[config.mk]
export PLATFORM = sky130hd
export DESIGN_NAME = swd_host
export DESIGN_NICKNAME = d
export VERILOG_FILES = /design/src/rtl/swd_host_pkg.sv /design/src/rtl/swd_clkgen.sv /design/src/rtl/swd_shreg.sv /design/src/rtl/swd_seq.sv /design/src/rtl/swd_host.sv
export SDC_FILE = /design/constraint.sdc
export NUM_CORES = 1
export LEC_CHECK = 0
export BUFFER_PORTS_ARGS = -buffer_cell sky130_fd_sc_hd__buf_2
export CAP_MARGIN = 15
export CORE_AREA = 2 2 138 140
export DETAILED_ROUTE_END_ITERATION = 10
export DIE_AREA = 0 0 140 142
export SLEW_MARGIN = 20
export SYNTH_ARGS = -nofsm -noshare
export SYNTH_HDL_FRONTEND = slang
export SYNTH_HIERARCHICAL = 1
export SYNTH_SLANG_ARGS = --single-unit
[constraint.sdc]
create_clock -name clk -period 6.7 [get_ports clk]
set_clock_uncertainty 0.15 [all_clocks]
set_input_delay 0.67 -clock clk [delete_from_list [all_inputs] [get_ports clk]]
set_output_delay 0.67 -clock clk [all_outputs]
set_load 0.01 [all_outputs]
[src/rtl/swd_host_pkg.sv]
package swd_host_pkg;

  typedef enum logic [2:0] {
    PH_IDLE,
    PH_REQ,
    PH_TRN,
    PH_ACK,
    PH_RDAT,
    PH_WDAT
  } phase_t;

  typedef enum logic [1:0] {
    TK_ACK,
    TK_WDAT,
    TK_END
  } trn_kind_t;

  localparam logic [2:0] ACK_OK    = 3'b001;
  localparam logic [2:0] ACK_WAIT  = 3'b010;
  localparam logic [2:0] ACK_FAULT = 3'b100;

  localparam int REQ_BITS = 8;
  localparam int ACK_BITS = 3;

  // Request byte in wire order, bit 0 leaves first.
  function automatic logic [REQ_BITS-1:0] build_req(input logic ap, input logic rd,
                                                    input logic [1:0] a);
    logic p;
    p = ap ^ rd ^ a[0] ^ a[1];
    return {1'b1, 1'b0, p, a[1], a[0], rd, ap, 1'b1};
  endfunction

endpackage

[src/rtl/swd_clkgen.sv]
module swd_clkgen #(
  parameter int DIV_W = 8
) (
  input  logic             clk,
  input  logic             rst_ni,
  input  logic             run,
  input  logic [DIV_W-1:0] div,
  output logic             swclk,
  output logic             rise,
  output logic             fall
);

  logic [DIV_W-1:0] cnt_q, cnt_d;
  logic             ck_q, ck_d;
  logic             wrap;

  assign wrap = run && (cnt_q == div);

  always_comb begin
    cnt_d = cnt_q;
    ck_d  = ck_q;
    if (!run) begin
      cnt_d = '0;
      ck_d  = 1'b0;
    end else if (wrap) begin
      cnt_d = '0;
      ck_d  = ~ck_q;
    end else begin
      cnt_d = cnt_q + 1'b1;
    end
  end

  always_ff @(posedge clk or negedge rst_ni) begin
    if (!rst_ni) begin
      cnt_q <= '0;
      ck_q  <= 1'b0;
    end else begin
      cnt_q <= cnt_d;
      ck_q  <= ck_d;
    end
  end

  assign swclk = ck_q;
  assign rise  = wrap && !ck_q;
  assign fall  = wrap && ck_q;

endmodule

[src/rtl/swd_shreg.sv]
module swd_shreg #(
  parameter int W = 8
) (
  input  logic         clk,
  input  logic         rst_ni,
  input  logic         ld,
  input  logic [W-1:0] ld_val,
  input  logic         sh_in,
  input  logic         din,
  input  logic         sh_out,
  output logic [W-1:0] q
);

  logic [W-1:0] q_d;

  always_comb begin
    q_d = q;
    if (ld)          q_d = ld_val;
    else if (sh_in)  q_d = {din, q[W-1:1]};
    else if (sh_out) q_d = {1'b0, q[W-1:1]};
  end

  always_ff @(posedge clk or negedge rst_ni) begin
    if (!rst_ni) q <= '0;
    else         q <= q_d;
  end

endmodule

[src/rtl/swd_seq.sv]
module swd_seq
  import swd_host_pkg::*;
#(
  parameter  int DATA_W = 32,
  localparam int CNT_W  = $clog2(DATA_W + 1)
) (
  input  logic             clk,
  input  logic             rst_ni,
  input  logic             start,
  input  logic             is_rd,
  input  logic [1:0]       trn_last,
  input  logic             fall,
  input  logic [2:0]       ack_val,
  output phase_t           phase,
  output logic [CNT_W-1:0] bitcnt,
  output logic             finish,
  output logic             rd_ok
);

  localparam logic [CNT_W-1:0] REQ_LAST = CNT_W'(REQ_BITS - 1);
  localparam logic [CNT_W-1:0] ACK_LAST = CNT_W'(ACK_BITS - 1);
  localparam logic [CNT_W-1:0] DAT_LAST = CNT_W'(DATA_W);

  phase_t           ph_q, ph_d;
  trn_kind_t        kind_q, kind_d;
  logic [CNT_W-1:0] cnt_q, cnt_d;
  logic             rd_q, rd_d;
  logic             ok_q, ok_d;

  always_comb begin
    ph_d   = ph_q;
    kind_d = kind_q;
    cnt_d  = cnt_q;
    rd_d   = rd_q;
    ok_d   = ok_q;
    finish = 1'b0;
    if (ph_q == PH_IDLE) begin
      if (start) begin
        ph_d  = PH_REQ;
        cnt_d = '0;
        rd_d  = is_rd;
        ok_d  = 1'b0;
      end
    end else if (fall) begin
      cnt_d = cnt_q + 1'b1;
      unique case (ph_q)
        PH_REQ: if (cnt_q == REQ_LAST) begin
          ph_d   = PH_TRN;
          kind_d = TK_ACK;
          cnt_d  = '0;
        end
        PH_TRN: if (cnt_q == CNT_W'(trn_last)) begin
          cnt_d = '0;
          unique case (kind_q)
            TK_ACK:  ph_d = PH_ACK;
            TK_WDAT: ph_d = PH_WDAT;
            default: begin
              ph_d   = PH_IDLE;
              finish = 1'b1;
            end
          endcase
        end
        PH_ACK: if (cnt_q == ACK_LAST) begin
          cnt_d = '0;
          if (ack_val != ACK_OK) begin
            ph_d   = PH_TRN;
            kind_d = TK_END;
          end else if (rd_q) begin
            ph_d = PH_RDAT;
          end else begin
            ph_d   = PH_TRN;
            kind_d = TK_WDAT;
          end
        end
        PH_RDAT: if (cnt_q == DAT_LAST) begin
          ph_d   = PH_TRN;
          kind_d = TK_END;
          cnt_d  = '0;
          ok_d   = 1'b1;
        end
        PH_WDAT: if (cnt_q == DAT_LAST) begin
          ph_d   = PH_IDLE;
          cnt_d  = '0;
          finish = 1'b1;
        end
        default: ph_d = PH_IDLE;
      endcase
    end
  end

  always_ff @(posedge clk or negedge rst_ni) begin
    if (!rst_ni) begin
      ph_q   <= PH_IDLE;
      kind_q <= TK_ACK;
      cnt_q  <= '0;
      rd_q   <= 1'b0;
      ok_q   <= 1'b0;
    end else begin
      ph_q   <= ph_d;
      kind_q <= kind_d;
      cnt_q  <= cnt_d;
      rd_q   <= rd_d;
      ok_q   <= ok_d;
    end
  end

  assign phase  = ph_q;
  assign bitcnt = cnt_q;
  assign rd_ok  = ok_q;

endmodule

[src/rtl/swd_host.sv]
module swd_host
  import swd_host_pkg::*;
#(
  parameter int DIV_W  = 8,
  parameter int DATA_W = 32
) (
  input  logic              clk,
  input  logic              rst_n,
  input  logic [DIV_W-1:0]  clk_div,
  input  logic              cfg_we,
  input  logic [1:0]        cfg_trn,
  input  logic              req_valid,
  input  logic              req_ap,
  input  logic              req_rd,
  input  logic [1:0]        req_addr,
  input  logic [DATA_W-1:0] req_wdata,
  output logic              busy,
  output logic              done,
  output logic [2:0]        rsp_ack,
  output logic [DATA_W-1:0] rsp_rdata,
  output logic              rsp_par_err,
  output logic              swclk,
  output logic              swdio_o,
  output logic              swdio_oe,
  input  logic              swdio_i
);

  localparam int CNT_W = $clog2(DATA_W + 1);
  localparam int SH_W  = DATA_W + 1;

  // reset: asserted at once, released through two flops
  logic [1:0] rst_sync_q;
  logic       rst_ni;

  always_ff @(posedge clk or negedge rst_n) begin
    if (!rst_n) rst_sync_q <= 2'b00;
    else        rst_sync_q <= {rst_sync_q[0], 1'b1};
  end
  assign rst_ni = rst_sync_q[1];

  phase_t              phase;
  logic [CNT_W-1:0]    bitcnt;
  logic                finish, rd_ok;
  logic                rise, fall;
  logic                accept;
  logic [1:0]          trn_q, trn_d;
  logic [REQ_BITS-1:0] req_q, req_d;
  logic [ACK_BITS-1:0] ack_v;
  logic [SH_W-1:0]     dat_v;
  logic                done_d;
  logic [2:0]          ack_rq, ack_rd;
  logic [DATA_W-1:0]   rdat_q, rdat_d;
  logic                perr_q, perr_d;

  assign busy   = (phase != PH_IDLE);
  assign accept = req_valid && !busy;

  swd_clkgen #(.DIV_W(DIV_W)) u_clk (
    .clk   (clk),
    .rst_ni(rst_ni),
    .run   (busy),
    .div   (clk_div),
    .swclk (swclk),
    .rise  (rise),
    .fall  (fall)
  );

  swd_seq #(.DATA_W(DATA_W)) u_seq (
    .clk     (clk),
    .rst_ni  (rst_ni),
    .start   (accept),
    .is_rd   (req_rd),
    .trn_last(trn_q),
    .fall    (fall),
    .ack_val (ack_v),
    .phase   (phase),
    .bitcnt  (bitcnt),
    .finish  (finish),
    .rd_ok   (rd_ok)
  );

  swd_shreg #(.W(ACK_BITS)) u_ack_sr (
    .clk   (clk),
    .rst_ni(rst_ni),
    .ld    (1'b0),
    .ld_val('0),
    .sh_in (rise && (phase == PH_ACK)),
    .din   (swdio_i),
    .sh_out(1'b0),
    .q     (ack_v)
  );

  swd_shreg #(.W(SH_W)) u_dat_sr (
    .clk   (clk),
    .rst_ni(rst_ni),
    .ld    (accept),
    .ld_val({^req_wdata, req_wdata}),
    .sh_in (rise && (phase == PH_RDAT)),
    .din   (swdio_i),
    .sh_out(fall && (phase == PH_WDAT)),
    .q     (dat_v)
  );

  // configuration and request byte
  always_comb begin
    trn_d = trn_q;
    req_d = req_q;
    if (cfg_we && !busy) trn_d = cfg_trn;
    if (accept)          req_d = build_req(req_ap, req_rd, req_addr);
  end

  // response
  always_comb begin
    done_d = finish;
    ack_rd = ack_rq;
    rdat_d = rdat_q;
    perr_d = perr_q;
    if (finish) begin
      ack_rd = ack_v;
      perr_d = 1'b0;
      if (rd_ok) begin
        rdat_d = dat_v[DATA_W-1:0];
        perr_d = ^dat_v;
      end
    end
  end

  always_ff @(posedge clk or negedge rst_ni) begin
    if (!rst_ni) begin
      trn_q  <= 2'd0;
      req_q  <= '0;
      done   <= 1'b0;
      ack_rq <= 3'b000;
      rdat_q <= '0;
      perr_q <= 1'b0;
    end else begin
      trn_q  <= trn_d;
      req_q  <= req_d;
      done   <= done_d;
      ack_rq <= ack_rd;
      rdat_q <= rdat_d;
      perr_q <= perr_d;
    end
  end

  assign rsp_ack     = ack_rq;
  assign rsp_rdata   = rdat_q;
  assign rsp_par_err = perr_q;

  // pin drive
  always_comb begin
    swdio_oe = 1'b0;
    swdio_o  = 1'b0;
    if (phase == PH_REQ) begin
      swdio_oe = (bitcnt != CNT_W'(REQ_BITS - 1));
      swdio_o  = req_q[bitcnt[2:0]];
    end else if (phase == PH_WDAT) begin
      swdio_oe = 1'b1;
      swdio_o  = dat_v[0];
    end
  end

endmodule

# ---- Yosys cells after proc, flatten, opt, wreduce, memory -nomap -nowiden
# Index checks and enable logic that the tools add are counted.
dict set report word_totals {
  register_bits 106
  latch_bits 0
  ramBits 0
  rom_bits 0
  in_bits 51
  memories 0
}
dict set report classes {
  add_sub_neg 2
  mul 0
  n_div 0
  n_lt_le_gt_ge 1
  eq_ne 24
  shifts 0
  muxes 51
  bitwise 5
  n_reduce_logical 28
}
# op n
set ops {}
lappend ops {{33-bit 2-to-1 mux} 3}
lappend ops {{6-bit 2-to-1 mux} 7}
lappend ops {{33-bit parity} 1}
lappend ops {{32-bit parity} 1}
lappend ops {{3-bit 2-to-1 mux} 10}
lappend ops {{6-bit one-hot mux with 4 select lines} 1}
lappend ops {{1-bit 2-to-1 mux} 18}
lappend ops {{3-bit by 1-bit != test with 1-bit output, second input constant} 6}
lappend ops {{8-bit 2-to-1 mux} 2}
lappend ops {{3-bit one-hot mux with 5 select lines} 1}
lappend ops {{7-bit AND reduction} 2}
lappend ops {{2-bit 2-to-1 mux} 5}
lappend ops {{3-bit nonzero test} 3}
lappend ops {{8-bit by 1-bit adder with 8-bit output, second input constant} 1}
lappend ops {{8-bit equality test} 1}
lappend ops {{1-bit logical AND} 8}
lappend ops {{6-bit by 1-bit adder with 6-bit output, second input constant} 1}
lappend ops {{3-bit by 2-bit equality test with 1-bit output, second input constant} 2}
lappend ops {{3-bit equality test, second input constant} 2}
lappend ops {{6-bit by 2-bit equality test with 1-bit output} 1}
lappend ops {{6-bit by 2-bit equality test with 1-bit output, second input constant} 1}
lappend ops {{6-bit by 3-bit equality test with 1-bit output, second input constant} 1}
lappend ops {{6-bit equality test, second input constant} 1}
lappend ops {{2-bit by 1-bit != test with 1-bit output, second input constant} 3}
lappend ops {{19 further kinds} 29}

# ---- Logic depth before layout (Yosys ltp)
# Gate-level depths: netlist of the first run.
dict set report logic_depth {
  depth_word 8
  ltp_mapped 11
  ltp_nobuf 9
}

# ---- Cells and area by module
# The synthesis of the first run kept the hierarchy.
# module n_inst cells_per_inst area_per_inst_um2 seq_area_each_um2
set modules_own_cells {}
lappend modules_own_cells {swd_host 1 187 2413.6 1176.1}
lappend modules_own_cells {{swd_shreg at u_dat_sr} 1 157 1786.7 825.8}
lappend modules_own_cells {swd_seq 1 106 968.4 325.3}
lappend modules_own_cells {swd_clkgen 1 49 493.0 225.2}
lappend modules_own_cells {{swd_shreg at u_ack_sr} 1 16 157.7 75.1}

# ---- Worst setup path after synthesis of the first run
# OpenSTA, ideal clock, no wires.
dict set report synth_path {
  kind {input-to-reg}
  startpoint {input port clk_div[4]}
  endpoint {register rdat_q[0], in the netlist rsp_rdata[0]}
  setup_time_ps 125
  arrival_time_ps 2570
  required_ps 6425
  slack_ps 3856
  stages 9
  path_buffers 1
  path_cell_list {xnor2_1 > nand4_1 > nor2_1 > and3_1 > o31ai_1 > a21oi_1 > nand2_1 > buf_1 > mux2_2}
}
dict set report synth_between {
  elab_chain_cells 6
}
# element line
set synth_rtl {}
lappend synth_rtl {{from (decl)} swd_host.sv:9} ;# input logic [DIV_W-1:0] clk_div,
lappend synth_rtl {{8-bit equality test} swd_clkgen.sv:17} ;# assign wrap = run && (cnt_q == div);
lappend synth_rtl {{1-bit logical AND} swd_clkgen.sv:17}
lappend synth_rtl {{1-bit logical AND} swd_clkgen.sv:45} ;# assign fall = wrap && ck_q;
lappend synth_rtl {{via fall} swd_host.sv:44} ;# logic rise, fall;
lappend synth_rtl {{1-bit 2-to-1 mux} swd_seq.sv:44} ;# end else if (fall) begin
lappend synth_rtl {{1-bit 2-to-1 mux} swd_seq.sv:37} ;# if (ph_q == PH_IDLE) begin
lappend synth_rtl {{via done_d} swd_host.sv:50} ;# logic done_d;
lappend synth_rtl {{2-bit AND reduction (no line)} -}
lappend synth_rtl {{to (signal assigned)} swd_host.sv:141} ;# rdat_q <= rdat_d;
lappend synth_rtl {{to (decl)} swd_host.sv:52} ;# logic [DATA_W-1:0] rdat_q, rdat_d;
# The timed path passes the listed nets, and every way through them passes these cells.
# A chain may end at the register's enable or synchronous reset.

# ---- Worst setup path in the final report of the first run
dict set report layout_path {
  startpoint {register u_seq.ph_q[1], in the netlist u_seq/phase[1]}
  endpoint {register u_seq.ph_q[2], in the netlist u_seq/phase[2]}
}
dict set report layout_between {
  elab_chain_cells 5
  elab_cells_between_ends 22
  classes_between {eq/ne (11); mux (3); reduce/logical (8)}
}
# element line
set layout_rtl {}
lappend layout_rtl {{from (decl)} swd_seq.sv:24} ;# phase_t ph_q, ph_d;
lappend layout_rtl {{from (signal assigned)} swd_seq.sv:99} ;# ph_q <= ph_d;
lappend layout_rtl {{3-bit nonzero test} swd_host.sv:55} ;# assign busy = (phase != PH_IDLE);
lappend layout_rtl {{1-bit zero test / 1-bit logical AND (equally long branches)} -}
lappend layout_rtl {{1-bit logical AND, on equally long branches} {swd_host.sv:56, swd_clkgen.sv:45}}
lappend layout_rtl {{2-bit != test (no line) / 2-bit nonzero test (equally long branches)} -}
lappend layout_rtl {{7-bit AND reduction (no line)} -}
# Parallel ways exist; a longest one is shown, timed or not. The select of a mux whose other input is x is not followed.

==> run_summary.xml, run 1 <==
<?xml version="1.0" encoding="UTF-8"?>
<metrics>
  <group name="power">
    <metric name="power.density_cell_area" unit="nW/um^2">403</metric>
    <metric name="combPwrFrac" unit="%">43.9</metric>
    <metric name="cellInternalPower" unit="mW">1.77</metric>
    <metric name="power.static_leakage" unit="nW">3.07</metric>
    <metric name="power.switching_fraction" unit="%">35.6</metric>
    <metric name="finalPower" unit="mW">2.75</metric>
    <metric name="p_sw" unit="uW">977</metric>
    <metric name="power.sequential.fraction" unit="%">34.8</metric>
    <metric name="maximum_vdd_ir_drop" unit="V">0.000412</metric>
    <metric name="proportion_of_power_drawn_by_the_clock_network" unit="%">21.4</metric>
  </group>
  <group name="synth">
    <metric name="yosysWarnings" unit="">6</metric>
    <metric name="synth.avg_cell_area" unit="um^2">11.3</metric>
    <metric name="synth_seq_area_share" unit="%">45.2</metric>
    <metric name="number_of_enable_type_register_cells_in_the_synthesized_netlist" unit="">0</metric>
    <metric name="postSynthRegisterBits" unit="">105</metric>
    <metric name="yosys-top-cells-area" unit="">sky130_fd_sc_hd__dfrtp_1 45%, sky130_fd_sc_hd__xnor2_1 10%, sky130_fd_sc_hd__mux2_2 8.5%</metric>
    <metric name="synth-async-reset-ratio" unit="%">100</metric>
    <metric name="synth_area" unit="um^2">5820</metric>
    <metric name="dominantRegCellSynth" unit="">sky130_fd_sc_hd__dfrtp_1</metric>
    <metric name="synth.top_cells.by_count" unit="">105 x sky130_fd_sc_hd__dfrtp_1, 68 x sky130_fd_sc_hd__xnor2_1, 44 x sky130_fd_sc_hd__mux2_2</metric>
    <metric name="synthMostInstantiatedCell" unit="">sky130_fd_sc_hd__dfrtp_1</metric>
    <metric name="synth.distinct_cells" unit="">56</metric>
    <metric name="synth_area_leader_cell" unit="">sky130_fd_sc_hd__dfrtp_1</metric>
    <metric name="syn_inst" unit="">515</metric>
    <metric name="synthDominantCellAreaShare" unit="%">45.2</metric>
  </group>
  <group name="cells_and_area">
    <metric name="fin_nets" unit="">658</metric>
    <metric name="antenna_cells" unit="">0</metric>
    <metric name="area_growth_syn_to_fin" unit="%">17.1</metric>
    <metric name="fillerInstances" unit="">1807</metric>
    <metric name="finish.utilization" unit="%">36.9</metric>
    <metric name="post_route_cells_drive_above_1_share" unit="%">28.5</metric>
  </group>
  <group name="grt">
    <metric name="grt_util_all_layers" unit="%">13.9</metric>
    <metric name="grt-ovfl-total" unit="">0</metric>
    <metric name="grt_start_max_net_pins" unit="">108</metric>
    <metric name="first_global_vias" unit="">4216</metric>
    <metric name="grt_first_pass_wirelength" unit="um">22200</metric>
    <metric name="grt_antenna_before_repair" unit="">0</metric>
  </group>
  <group name="critical_path">
    <metric name="worst-path-max-fanout" unit="">107</metric>
    <metric name="cp_cell_sequence" unit="">nor3_1 -&gt; and2_4 -&gt; nor4b_1 -&gt; or2_2 -&gt; o221ai_2 -&gt; nor2_2 -&gt; mux2_1</metric>
    <metric name="endpoint_kind" unit="">flop</metric>
    <metric name="startpoint_class" unit="">flop</metric>
    <metric name="criticalPathCategory" unit="">flop to flop</metric>
    <metric name="cpMaxStageDelayCell" unit="">sky130_fd_sc_hd__and2_4</metric>
    <metric name="critical_path_arrival" unit="ps">3750</metric>
    <metric name="crit_required" unit="ps">6780</metric>
    <metric name="critical_path.max_stage_delay" unit="ps">850</metric>
  </group>
  <group name="route">
    <metric name="firstDrtPassIters" unit="">7</metric>
    <metric name="avgViaCountPerCell" unit="">5.01</metric>
    <metric name="routed-wl-met3" unit="um">517</metric>
    <metric name="post-route-drc-count" unit="">6</metric>
    <metric name="vias" unit="">4218</metric>
    <metric name="ant_nets" unit="">0</metric>
    <metric name="detailedRoute.firstIterationViolations" unit="">309</metric>
    <metric name="avgRoutedWirePerCell" unit="um">15.6</metric>
    <metric name="detail_route.wirelength.met1" unit="um">6120</metric>
    <metric name="highest_layer" unit="">met4</metric>
    <metric name="met2_wirelength" unit="um">6260</metric>
    <metric name="wirelength" unit="um">13200</metric>
  </group>
  <group name="hold_path">
    <metric name="worst_hold_path_type" unit="">flop to async pin</metric>
  </group>
  <group name="timing">
    <metric name="grt_setup_unrepaired" unit="">false</metric>
    <metric name="layout_min_cycle_time" unit="ps">3660</metric>
    <metric name="timing.hold.ws" unit="ps">132</metric>
    <metric name="finalSetupTns" unit="ps">0</metric>
    <metric name="fin_ws" unit="ps">3040</metric>
    <metric name="slew_violations" unit="">0</metric>
    <metric name="period_share" unit="%">54.7</metric>
    <metric name="max_freq" unit="MHz">273</metric>
    <metric name="hold_violations" unit="">0</metric>
    <metric name="timing.final.setup_violations" unit="">0</metric>
    <metric name="maxSlewHeadroom" unit="%">30.6</metric>
    <metric name="worstMarginPinSlew" unit="ps">1040</metric>
  </group>
  <group name="floorplan">
    <metric name="start_util" unit="%">31.5</metric>
    <metric name="placement_rows" unit="">50</metric>
    <metric name="boundaryPins" unit="">92</metric>
    <metric name="core_region_area" unit="um^2">18500</metric>
    <metric name="die_width" unit="um">140</metric>
    <metric name="die-height" unit="um">142</metric>
    <metric name="die_area" unit="um^2">19900</metric>
  </group>
  <group name="placement">
    <metric name="gp_routability_congestion" unit="">0.846</metric>
    <metric name="post_placement_worst_setup_slack" unit="ps">2880</metric>
    <metric name="place.port_buffers" unit="">91</metric>
    <metric name="hpwlAfterDp" unit="um">9340</metric>
  </group>
  <group name="run">
    <metric name="drv_cap" unit="">0</metric>
  </group>
  <group name="clock_network">
    <metric name="ctsHtreeMaxLevel" unit="">3</metric>
    <metric name="cts_sinks" unit="">105</metric>
    <metric name="post_cts.resized_instances" unit="">0</metric>
    <metric name="clock_tree.root_cell" unit="">sky130_fd_sc_hd__clkbuf_16</metric>
    <metric name="cts.clk_slew.worst_paths" unit="ps">90</metric>
    <metric name="cts_inserted_buffers" unit="">9</metric>
    <metric name="tritoncts" unit="">built</metric>
    <metric name="cts-root-to-sink-buffers" unit="">2</metric>
    <metric name="insertion_delay" unit="ps">370</metric>
  </group>
  <group name="status">
    <metric name="outcome" unit="">finished, violations left</metric>
    <metric name="violations" unit="">DRC</metric>
  </group>
</metrics>
[what timing repair did]
| action | 4_1_cts | 5_1_grt |
|---|---|---|
| buffers inserted | 0 | 0 |
| hold endpoints to repair | 2 | 0 |
| hold buffers | 1 | 0 |
[placed cells by master (no fill, tap or decap), types with 7 or more instances in the layout]
cell,n
sky130_fd_sc_hd__dfrtp_1,104
sky130_fd_sc_hd__buf_2,91
sky130_fd_sc_hd__xnor2_1,68
sky130_fd_sc_hd__mux2_2,44
sky130_fd_sc_hd__nor4b_1,37
sky130_fd_sc_hd__nor2b_1,36
sky130_fd_sc_hd__a221o_1,32
sky130_fd_sc_hd__nor2_1,24
sky130_fd_sc_hd__nand2_1,18
sky130_fd_sc_hd__conb_1,16
sky130_fd_sc_hd__xor2_1,15
sky130_fd_sc_hd__a21oi_1,10
sky130_fd_sc_hd__clkbuf_16,9
sky130_fd_sc_hd__inv_1,7
[critical path, delay by kind of cell (launching register included)]
| kind | cells | cell delay, ps |
|---|---|---|
| AOI/OAI and AO/OA | 1 | 130 |
| DFF | 1 | 630 |
| muxes | 1 | 350 |
| and+or+nand+nor | 5 | 2270 |
[final timing paths]
check,from,to,slack (ps),depth (start not counted)
max reg2reg,u_seq/phase[1],u_seq/phase[2],3040,7
min reg2reg,rst_sync_q[1],u_dat_sr/q[25],130,0
max in group asynchronous,rst_sync_q[1],u_seq/bitcnt[4],5040,1
max,u_seq/phase[1],u_seq/phase[2],3040,7
min,rst_sync_q[1],u_dat_sr/q[25],130,0
min in group clk,rst_sync_q[0],rst_sync_q[1],210,0
[final cells by class]
cell class	instances	area, um^2	share of cell area [%]
sequential	105	2630	38.6
clock buffer	10	229	3.36
tap	234	293	4.30
inverter	7	26.3	0.386
timing repair buffer	96	495	7.27
clock inverter	6	98.8	1.45
multi-input combinational	384	3040	44.6
[state kept, by name, indices dropped and copies added (netlist names)]
| register | count |
|---|---|
| u_clk/cnt_q | 8 |
| done | 1 |
| u_ack_sr/q | 3 |
| u_seq/kind_q | 2 |
| u_dat_sr/q | 33 |
| u_seq/bitcnt | 6 |
| req_q | 6 |
| u_seq/phase | 3 |
| rsp_ack | 3 |
| u_clk/swclk | 1 |
| rsp_rdata | 32 |
| rsp_par_err | 1 |
| u_seq/rd_q | 1 |
| trn_q | 2 |
| rst_sync_q | 2 |
| u_seq/rd_ok | 1 |
[power groups by stage]
stage	combinational, mW	clock (mW)	sequential [mW]
6_report	1.20	0.587	0.955
3_3_place_gp	1.18	0	0.966
2_1_floorplan	1.03	0	0.892
3_5_place_dp	1.20	0	0.970
5_1_grt	1.30	0.631	0.988
4_1_cts	1.20	0.603	0.957
[cell families after synthesis]
family / synth area share [%]
AOI/OAI and AO/OA: 10.2
xor gates and xnor gates: 12.9
adders and majority gates: 0.860
buffers and inverters: 3.68
DFF: 45.2
muxes: 9.61
other: 0.129
and+or+nand+nor: 17.5
[routing by layer]
| layer | track usage (%) | vias up |
|---|---|---|
| li1 | - | 2019 |
| met1 | 18.8 | 2094 |
| met2 | 22.2 | 89 |
| met3 | 2.49 | 16 |
| met4 | 5.79 | 0 |
| met5 | 0 | - |
[per-stage QoR]
step                      instances  area (um^2)
after floorplan                 529         5870
after global placement          825         6480
after detailed placement        825         6480
after CTS                       842         6810
after global routing            842         6810
final                           842         6810
Note: power is estimated with default switching activity, not from simulation.
==> run 2: changes to the inputs <==
--- a/config.mk
+++ b/config.mk
@@ -5,11 +5,12 @@
 export SDC_FILE = /design/constraint.sdc
 export NUM_CORES = 1
 export LEC_CHECK = 0
+export ABC_AREA = 1
 export BUFFER_PORTS_ARGS = -buffer_cell sky130_fd_sc_hd__buf_2
 export CAP_MARGIN = 15
-export CORE_AREA = 2 2 138 140
+export CORE_AREA = 2 2 148 150
 export DETAILED_ROUTE_END_ITERATION = 10
-export DIE_AREA = 0 0 140 142
+export DIE_AREA = 0 0 150 152
 export SLEW_MARGIN = 20
 export SYNTH_ARGS = -nofsm -noshare
 export SYNTH_HDL_FRONTEND = slang
==> constraint.sdc (replaced) <==
create_clock -name clk -period 3.8 [get_ports clk]
set_clock_uncertainty 0.15 [all_clocks]
set_input_delay 0.38 -clock clk [delete_from_list [all_inputs] [get_ports clk]]
set_output_delay 0.38 -clock clk [all_outputs]
set_load 0.01 [all_outputs]
==> run 2 against run 1 <==
Net effect: the run now ends clean; setup slack got worse by 2000 ps; sequential power increased by 34%; first-iteration DRC count increased by 5.2%; combinational power decreased by 53%; global-route usage increased by 0.73 points; sequential cell count unchanged; cell count increased by 63%; worst hold slack got worse by 25 ps; power increased by 3.5%; largest cell class unchanged.
==> run_summary.xml, run 2 <==
<?xml version="1.0" encoding="UTF-8"?>
<metrics>
  <group name="status">
    <metric name="outcome" unit="">completed</metric>
  </group>
  <group name="cells_and_area">
    <metric name="post_route_cells_drive_above_1_share" unit="%">14.3</metric>
    <metric name="antenna_cells" unit="">0</metric>
    <metric name="largest_register_ffs" unit="">33</metric>
    <metric name="registers.top_by_ff_count" unit="">u_dat_sr/q</metric>
    <metric name="most-common-layout-cells" unit="">513 x sky130_fd_sc_hd__nand2_1, 104 x sky130_fd_sc_hd__dfrtp_1, 99 x sky130_fd_sc_hd__inv_1</metric>
    <metric name="seqCellArea" unit="um^2">2630</metric>
    <metric name="most_common_cell_after_layout_fill_and_taps_aside" unit="">sky130_fd_sc_hd__nand2_1</metric>
    <metric name="area_growth_syn_to_fin" unit="%">16.0</metric>
    <metric name="finish.utilization" unit="%">36.1</metric>
    <metric name="fillerInstances" unit="">2330</metric>
    <metric name="total_area_of_multi_input_combinational_cells" unit="um^2">3490</metric>
    <metric name="fin_nets" unit="">1142</metric>
  </group>
  <group name="synth">
    <metric name="dominantRegCellSynth" unit="">sky130_fd_sc_hd__dfrtp_1</metric>
    <metric name="synthDominantCellAreaShare" unit="%">39.6</metric>
    <metric name="postSynthRegisterBits" unit="">105</metric>
    <metric name="number_of_enable_type_register_cells_in_the_synthesized_netlist" unit="">0</metric>
    <metric name="synth-async-reset-ratio" unit="%">100</metric>
    <metric name="synth.distinct_cells" unit="">38</metric>
    <metric name="synth_area" unit="um^2">6640</metric>
    <metric name="yosysWarnings" unit="">6</metric>
    <metric name="synthMostInstantiatedCell" unit="">sky130_fd_sc_hd__nand2_1</metric>
    <metric name="synth_seq_area_share" unit="%">39.6</metric>
    <metric name="synth.avg_cell_area" unit="um^2">6.68</metric>
    <metric name="synth.top_cells.by_count" unit="">514 x sky130_fd_sc_hd__nand2_1, 105 x sky130_fd_sc_hd__dfrtp_1, 99 x sky130_fd_sc_hd__inv_1</metric>
    <metric name="syn_inst" unit="">994</metric>
    <metric name="synth_area_leader_cell" unit="">sky130_fd_sc_hd__dfrtp_1</metric>
    <metric name="yosys-top-cells-area" unit="">sky130_fd_sc_hd__dfrtp_1 40%, sky130_fd_sc_hd__nand2_1 29%, sky130_fd_sc_hd__inv_1 5.6%</metric>
  </group>
  <group name="critical_path">
    <metric name="endpoint_kind" unit="">flop</metric>
    <metric name="criticalPathCategory" unit="">flop to flop</metric>
    <metric name="crit_required" unit="ps">3890</metric>
    <metric name="reg2reg_depth" unit="">9</metric>
    <metric name="crit_path_from" unit="">u_seq/phase[0]</metric>
    <metric name="worst-path-max-fanout" unit="">33</metric>
    <metric name="ff2ff_setup_slack" unit="ps">1040</metric>
    <metric name="critical_path_arrival" unit="ps">2850</metric>
    <metric name="startpoint_class" unit="">flop</metric>
    <metric name="timing.rr.start" unit="">u_seq/phase[0]</metric>
  </group>
  <group name="route">
    <metric name="avgRoutedWirePerCell" unit="um">11.9</metric>
    <metric name="ant_nets" unit="">0</metric>
    <metric name="wirelength" unit="um">16300</metric>
    <metric name="firstDrtPassIters" unit="">5</metric>
    <metric name="avgViaCountPerCell" unit="">4.39</metric>
    <metric name="post-route-drc-count" unit="">0</metric>
    <metric name="vias" unit="">6026</metric>
    <metric name="detailedRoute.firstIterationViolations" unit="">325</metric>
  </group>
  <group name="clock_network">
    <metric name="post-cts-setup-buffers" unit="">0</metric>
    <metric name="tritoncts" unit="">built</metric>
    <metric name="cts.clk_slew.worst_paths" unit="ps">70</metric>
    <metric name="cts_sinks" unit="">105</metric>
    <metric name="insertion_delay" unit="ps">350</metric>
    <metric name="cts_inserted_buffers" unit="">9</metric>
    <metric name="cts-root-to-sink-buffers" unit="">2</metric>
    <metric name="ctsHtreeMaxLevel" unit="">3</metric>
    <metric name="clock_tree.root_cell" unit="">sky130_fd_sc_hd__clkbuf_16</metric>
  </group>
  <group name="placement">
    <metric name="gp_routability_congestion" unit="">0.840</metric>
    <metric name="hpwlAfterDp" unit="um">12000</metric>
    <metric name="place.port_buffers" unit="">91</metric>
  </group>
  <group name="grt">
    <metric name="first_global_vias" unit="">5561</metric>
    <metric name="grt_start_max_net_pins" unit="">66</metric>
    <metric name="grt_first_pass_wirelength" unit="um">27200</metric>
    <metric name="grt_antenna_before_repair" unit="">0</metric>
    <metric name="grt-ovfl-total" unit="">0</metric>
    <metric name="grt_util_all_layers" unit="%">14.6</metric>
  </group>
  <group name="hold_path">
    <metric name="min_delay_path_depth" unit="">3</metric>
    <metric name="min_from" unit="">req_ap</metric>
    <metric name="worst_hold_path_type" unit="">primary input to flop</metric>
  </group>
  <group name="floorplan">
    <metric name="die_width" unit="um">150</metric>
    <metric name="core_region_area" unit="um^2">21400</metric>
    <metric name="die-height" unit="um">152</metric>
    <metric name="start_util" unit="%">31.1</metric>
    <metric name="die_area" unit="um^2">22800</metric>
    <metric name="boundaryPins" unit="">92</metric>
    <metric name="placement_rows" unit="">54</metric>
  </group>
  <group name="timing">
    <metric name="worstMarginPinSlew" unit="ps">647</metric>
    <metric name="max_freq" unit="MHz">362</metric>
    <metric name="timing.hold.ws" unit="ps">107</metric>
    <metric name="layout_min_cycle_time" unit="ps">2760</metric>
    <metric name="period_share" unit="%">72.7</metric>
    <metric name="timing.final.setup_violations" unit="">0</metric>
    <metric name="hold_violations" unit="">0</metric>
    <metric name="finalSetupTns" unit="ps">0</metric>
    <metric name="slew_violations" unit="">0</metric>
    <metric name="maxSlewHeadroom" unit="%">56.9</metric>
    <metric name="grt_setup_unrepaired" unit="">false</metric>
  </group>
  <group name="power">
    <metric name="power.sequential.fraction" unit="%">45.1</metric>
    <metric name="combPwrFrac" unit="%">19.8</metric>
    <metric name="power.static_leakage" unit="nW">4.30</metric>
    <metric name="power.switching_fraction" unit="%">30.1</metric>
    <metric name="p_sw" unit="uW">857</metric>
    <metric name="proportion_of_power_drawn_by_the_clock_network" unit="%">35.1</metric>
    <metric name="cellInternalPower" unit="mW">1.99</metric>
    <metric name="power.density_cell_area" unit="nW/um^2">369</metric>
    <metric name="finalPower" unit="mW">2.84</metric>
    <metric name="maximum_vdd_ir_drop" unit="V">0.000153</metric>
  </group>
  <group name="run">
    <metric name="drv_cap" unit="">0</metric>
  </group>
</metrics>
[run 2: changes by cell type after synthesis, sizes merged, moves of 8 or more]
cell	change
nor2	+25
o21bai	+8
xnor2	-36
nor2b	-36
clkbuf	-9
o21ai	+34
a221o	-32
nor4b	-37
nand3	+64
inv	+98
nand2	+506
mux2	-43
[run 2: through the flow]
step / instances / setup slack [ps] / area, um^2
after floorplan: 1002 / 508 / 6670
after global placement: 1355 / 1060 / 7370
after detailed placement: 1355 / 1000 / 7370
after CTS: 1372 / 987 / 7700
after global routing: 1372 / 716 / 7700
final: 1372 / 1040 / 7700
[run 2: cells by family (layout without fill, tap and decap cells)]
kind of cell	after synthesis	in the layout	synth area share, %
adder cells (fa/ha/maj)	4	4	0.754
other	2	10	0.113
multiplexers	2	2	0.339
AND/OR/NAND/NOR	649	649	40.0
flip-flops	105	105	39.6
XOR/XNOR	42	42	5.77
buffers and inverters	131	221	8.35
AO/OA/AOI/OAI	59	59	5.07
[run 2: final timing paths]
kind / endpoint
min: req_q[1]
min reg2reg: rsp_rdata[5]
min in group asynchronous: rst_sync_q[1]
max: u_dat_sr/q[0]
max reg2reg: u_dat_sr/q[0]
max in group asynchronous: rsp_rdata[23]
[run 2: power by group through the flow]
stage	sequential (mW)	combinational, mW	clock (mW)
finish	1.28	0.563	0.998
global route	1.30	0.646	1.08
CTS	1.28	0.572	1.04
detailed placement	1.31	0.567	0
global placement	1.30	0.560	0
floorplan	1.28	0.449	0
[run 2: routing by layer]
metal  track usage, %  vias to the layer above  share of wire, %
met2             24.6                       85                47
met4             4.22                        0               1.1
li1                 -                     3201                 -
met3             2.04                       10               3.3
met1             19.6                     2730                48
met5                0                        -                 0
[run 2: what timing repair did]
| action | in CTS | in global routing |
|---|---|---|
| hold endpoints to repair | 2 | 0 |
| hold buffers | 1 | 0 |
| resized for setup | 0 | 0 |
[run 2: critical path: stages, from the launching register on]
cell,delay [ps]
sky130_fd_sc_hd__dfrtp_1,520
sky130_fd_sc_hd__nor2_1,230
sky130_fd_sc_hd__nand3_1,230
sky130_fd_sc_hd__inv_1,520
sky130_fd_sc_hd__buf_4,380
sky130_fd_sc_hd__inv_2,300
sky130_fd_sc_hd__nand2_1,140
sky130_fd_sc_hd__nand2_1,60
sky130_fd_sc_hd__nand2_1,50
sky130_fd_sc_hd__nand2_1,50
[run 2: final cells by class]
class                   count  area share [%]
clock inverters             4           0.634
inverters                 107            5.23
clock buffers              12            3.46
flip-flops and latches    105            34.2
well taps                 280            4.55
repair buffers             98            6.63
multi-input cells         766            45.3
